<file path="src/rtl/extint_pkg.sv">
package extint_pkg;

  typedef enum logic [1:0] {
    SENSE_LOW  = 2'b00,
    SENSE_ANY  = 2'b01,
    SENSE_FALL = 2'b10,
    SENSE_RISE = 2'b11
  } sense_e;

  // Edge event for one pin from its current and previous synchronized level.
  function automatic logic sense_event(sense_e mode, logic cur, logic prev);
    case (mode)
      SENSE_ANY:  return cur ^ prev;
      SENSE_FALL: return prev & ~cur;
      SENSE_RISE: return cur & ~prev;
      default:    return 1'b0;
    endcase
  endfunction

  // Request for one pin, gated by both enables.
  function automatic logic gate_req(logic level_mode, logic cur, logic flag,
                                    logic mask, logic gie);
    logic src;
    src = level_mode ? ~cur : flag;
    return src & mask & gie;
  endfunction

endpackage

</file>
<file path="src/rtl/extint_sync.sv">
module extint_sync #(
  parameter int   STAGES  = 2,
  parameter logic RST_VAL = 1'b1
) (
  input  logic clk,
  input  logic rst_n,
  input  logic d,
  output logic q
);
  logic [STAGES-1:0] chain;

  always_ff @(posedge clk or negedge rst_n) begin
    if (!rst_n) chain <= {STAGES{RST_VAL}};
    else        chain <= {chain[STAGES-2:0], d};
  end

  assign q = chain[STAGES-1];
endmodule

</file>
<file path="src/rtl/extint_sense.sv">
module extint_sense
  import extint_pkg::*;
#(
  parameter logic RST_VAL = 1'b1
) (
  input  logic       clk,
  input  logic       rst_n,
  input  logic [1:0] mode,
  input  logic       cur,
  output logic       evt,
  output logic       level_mode
);
  logic prev;

  always_ff @(posedge clk or negedge rst_n) begin
    if (!rst_n) prev <= RST_VAL;
    else        prev <= cur;
  end

  assign evt        = sense_event(sense_e'(mode), cur, prev);
  assign level_mode = (sense_e'(mode) == SENSE_LOW);
endmodule

</file>
<file path="src/rtl/extint_flag.sv">
module extint_flag (
  input  logic clk,
  input  logic rst_n,
  input  logic evt,
  input  logic level_mode,
  input  logic clr,
  output logic flag
);
  always_ff @(posedge clk or negedge rst_n) begin
    if (!rst_n)          flag <= 1'b0;
    else if (level_mode) flag <= 1'b0;
    else if (evt)        flag <= 1'b1;
    else if (clr)        flag <= 1'b0;
  end
endmodule

</file>
<file path="src/rtl/extint_flag_unit.sv">
module extint_flag_unit
  import extint_pkg::*;
#(
  parameter int   NUM_PINS    = 2,
  parameter int   REG_W       = 8,
  parameter int   SYNC_STAGES = 2,
  parameter logic IDLE_LEVEL  = 1'b1
) (
  input  logic                  clk,
  input  logic                  rst_n,
  input  logic [NUM_PINS-1:0]   pin_in,
  input  logic [2*NUM_PINS-1:0] sense_cfg,
  input  logic [NUM_PINS-1:0]   mask_en,
  input  logic                  global_ie,
  input  logic                  reg_wr,
  input  logic [REG_W-1:0]      reg_wdata,
  output logic [REG_W-1:0]      reg_rdata,
  input  logic [NUM_PINS-1:0]   ack,
  output logic [NUM_PINS-1:0]   irq
);
  localparam int RSVD_W = REG_W - NUM_PINS;

  logic [NUM_PINS-1:0] sync_w;
  logic [NUM_PINS-1:0] evt_w;
  logic [NUM_PINS-1:0] level_w;
  logic [NUM_PINS-1:0] clr_w;
  logic [NUM_PINS-1:0] flag_w;
  logic                wdata_unused;

  for (genvar i = 0; i < NUM_PINS; i++) begin : g_pin
    extint_sync #(.STAGES(SYNC_STAGES), .RST_VAL(IDLE_LEVEL)) u_sync (
      .clk(clk), .rst_n(rst_n), .d(pin_in[i]), .q(sync_w[i])
    );

    extint_sense #(.RST_VAL(IDLE_LEVEL)) u_sense (
      .clk(clk), .rst_n(rst_n), .mode(sense_cfg[2*i +: 2]),
      .cur(sync_w[i]), .evt(evt_w[i]), .level_mode(level_w[i])
    );

    assign clr_w[i] = ack[i] | (reg_wr & reg_wdata[i]);

    extint_flag u_flag (
      .clk(clk), .rst_n(rst_n), .evt(evt_w[i]), .level_mode(level_w[i]),
      .clr(clr_w[i]), .flag(flag_w[i])
    );

    assign irq[i] = gate_req(level_w[i], sync_w[i], flag_w[i], mask_en[i], global_ie);
  end

  assign reg_rdata    = {{RSVD_W{1'b0}}, flag_w};
  assign wdata_unused = ^reg_wdata[REG_W-1:NUM_PINS];
endmodule

</file>
<file path="config.mk">
export PLATFORM = sky130hd
export DESIGN_NAME = extint_flag_unit
export DESIGN_NICKNAME = d
export VERILOG_FILES = /design/src/rtl/extint_pkg.sv /design/src/rtl/extint_sync.sv /design/src/rtl/extint_sense.sv /design/src/rtl/extint_flag.sv /design/src/rtl/extint_flag_unit.sv
export SDC_FILE = /design/constraint.sdc
export NUM_CORES = 1
export LEC_CHECK = 0
export BUFFER_PORTS_ARGS = -buffer_cell sky130_fd_sc_hd__buf_4
export CORE_AREA = 4 4 41 43
export CTS_CLUSTER_SIZE = 10
export DETAILED_ROUTE_END_ITERATION = 8
export DIE_AREA = 0 0 45 47
export PLACE_DENSITY_LB_ADDON = 0.3
export RECOVER_POWER = 25
export REMOVE_ABC_BUFFERS = 1
export SYNTH_ARGS = -nofsm -noshare
export SYNTH_HDL_FRONTEND = slang
export SYNTH_SLANG_ARGS = --single-unit
export TNS_END_PERCENT = 1
</file>
<file path="constraint.sdc">
create_clock -name clk -period 1.4 [get_ports clk]
set_input_delay 0.28 -clock clk [delete_from_list [all_inputs] [get_ports clk]]
set_output_delay 0.28 -clock clk [all_outputs]
set_load 0.03 [all_outputs]
</file>
==> impl_metrics.toml <==
[detailed_routing]
via_count = 400
drt_iter0_markers = 1
drt-pass1-iter-count = 4
wl_um = 1020
ant_nets = 0
vias_per_cell = 4.60
drcViolationCount = 0
drt-wirelength-per-cell_um = 11.7

[die]
fp.dieW_um = 45
rows = 13
core_mm2 = 0.00130
ios = 32
dieArea_mm2 = 0.00212
die_h_um = 47
start_util = 0.355

[cells_and_area]
area_growth_pct = 45.0
multiInputGateArea_um2 = 208
drive_gt1_frac = 0.514
fillers = 118
layout.cells.non_filler = 87
regArea_um2 = 208
antenna_cells = 0
nets = 100

[worst_setup_path]
start_kind = "flop"
crit_slowest_cell = "dfstp_2"
r2r-start = "g_pin[1].u_sense.prev"
cpPeakStageDelay_ns = 0.53
critPathRequiredTime_ns = 1.12
critPathKind = "flop to primary output"
r2r-end = "g_pin[1].u_flag.flag"
path_cells = "inv_2, mux2_4, and3_4, buf_6"
critPathArrivalTime_ns = 1.35
reg2reg_depth = 5
worst-path-buf-inv = 2
worstSetupEndpointType = "primary output"
regToRegSetupSlack_ns = 0.11
path_max_fanout = 2
cpLargestDelayFamily = "flip-flops"

[logic_synthesis]
ys_seq_elements = 8
synth_edf_count = 0
yosys.area.top_type = "dfstp_2"
synthCells = 48
synth_area_leaders = "dfstp_2 (34%), buf_4 (13%), dfrtp_1 (11%)"
synth_cell_type_count = 14
synth_common_cells = "buf_4 (8), inv_1 (8), dfstp_2 (6)"
avgSynthCellArea_um2 = 9.62
async_reset_ff_frac = 1.00
ys_seq_area_frac = 0.450
synth_top_area_frac = 0.341
synthFlopType = "dfstp_2"
ys_warn_count = 0
synthesis.area_um2 = 462

[clocking]
cts.htree.levels = 1
cts.sink_count = 8
cts-root-buf = "clkbuf_4"
cts-buffers-inserted = 3
clock_path_buffers = 2
cts_setup_buffers = 0
cts_tree = "done"
clkSlewWorstSetupHoldPaths_ns = 0.05
clock_latency_ns = 0.25

[pwr]
peakVddDrop_uv = 520
total_power_w = 0.000600
powerDensity_mw_per_mm2 = 896
p_leak_nw = 0.348

[min_path]
min_to = "g_pin[1].u_sync.chain[0]"
hold_depth = 1
hold_start = "pin_in[1]"
min_path_type = "input port to flop"

[placed_design]
placed_cells = 83
dp_slack_ns = -0.105
port_buffers = 19
place.gp.congestion = 0.738
dp_hpwl_um = 814

[outcome]
status = "finished, violations left"
violations = "setup timing"

[sta]
rsz0062_at_grt = "true"
final-setup-viol-count = 1
post-route-min-period_ns = 1.63
timing.final.ws_setup_ns = -0.227
skew_ns = 0.00215
hold_violations = 0
post-route-period-util = 1.16
fmax_mhz = 615
slew_violations = 0
finalSetupTns_ns = -0.227

[global_routing]
grt-ovfl-total = 0
grt_max_degree = 9
grt_usage = 0.103
grt_pass1_wl_um = 1460
grt_pass1_vias = 377
antenna_found_initial = 0

[flow_run]
drv_cap = 0
==> area by class of cell <==
type	count	share of cell area
inverter	8	0.0449
timing repair buffer	24	0.273
multi-input combinational	29	0.310
sequential	8	0.310
clock buffer	3	0.0336
tap	15	0.0280
==> metrics by stage <==
stage / instance area (um^2) / hold WS, ns / util
finish: 669 / 0.142 / 0.514
global route: 669 / 0.125 / 0.514
CTS: 657 / 0.119 / 0.505
detailed placement: 612 / 0.102 / 0.470
global placement: 612 / 0.0980 / 0.470
floorplan: 420 / -0.0156 / -
==> how the worst max path moves through the flow <==
stage / from / to / cells past startpoint
2_1_floorplan: g_pin[0].u_flag.flag / irq[0] / 2
3_3_place_gp: sense_cfg[3] / irq[1] / 5
3_5_place_dp: sense_cfg[3] / irq[1] / 5
4_1_cts: g_pin[1].u_sync.chain[1] / irq[1] / 4
5_1_grt: g_pin[1].u_sync.chain[1] / irq[1] / 4
6_report: g_pin[1].u_sync.chain[1] / irq[1] / 4
==> registers in the layout, indices dropped and copies added, names as in the netlist <==
| signal | flops |
|---|---|
| g_pin.u_sync.chain | 4 |
| g_pin.u_flag.flag | 2 |
| g_pin.u_sense.prev | 2 |
==> layout by cell type, fill, tap and decap left out <==
master         synthesis  routed
nand2_1                5       5
a311oi_2               0       1
buf_6                  0       1
nand3_1                2       2
and3_4                 0       1
a211oi_1               3       1
inv_1                  8       7
ha_1                   4       4
a211oi_2               0       2
buf_4                  8      19
dfstp_2                6       6
nor2_1                 3       3
dfrtp_1                2       2
clkbuf_1               0       1
conb_1                 1       6
a311oi_1               2       1
clkbuf_4               0       5
mux2_4                 0       1
dlygate4sd3_1          0       1
o22ai_1                2       2
inv_2                  0       1
==> power by group <==
part,switching [W],internal (W)
Combinational,0.0000887,0.0000743
Clock,0.0000709,0.0000976
Sequential,0.0000134,0.000255
Total,0.000173,0.000426
==> what timing repair did <==
item / in CTS / in global routing
resized for setup: 4 / 3
hold buffers: 1 / 0
endpoints found under the hold margin: 2 / 0
setup endpoints to repair: 2 / 3
pin swaps: 2 / 1
==> cells by family after synthesis <==
kind of cell,synth area share
other cells,0.00812
simple gates,0.100
mux,0.0244
flops,0.450
buf+inv,0.195
compound gates,0.114
fa+ha+maj,0.108
==> routing by layer <==
| metal | vias to the layer above | track usage | share of wire | wire (um) |
|---|---|---|---|---|
| li1 | 193 | - | - | - |
| met1 | 175 | 0.0937 | 0.35 | 353 |
| met2 | 26 | 0.161 | 0.50 | 508 |
| met3 | 6 | 0.0421 | 0.12 | 121 |
| met4 | 0 | 0.123 | 0.035 | 36 |
| met5 | - | 0 | 0 | 0 |
No activity file was read; power rests on OpenSTA's default activity.
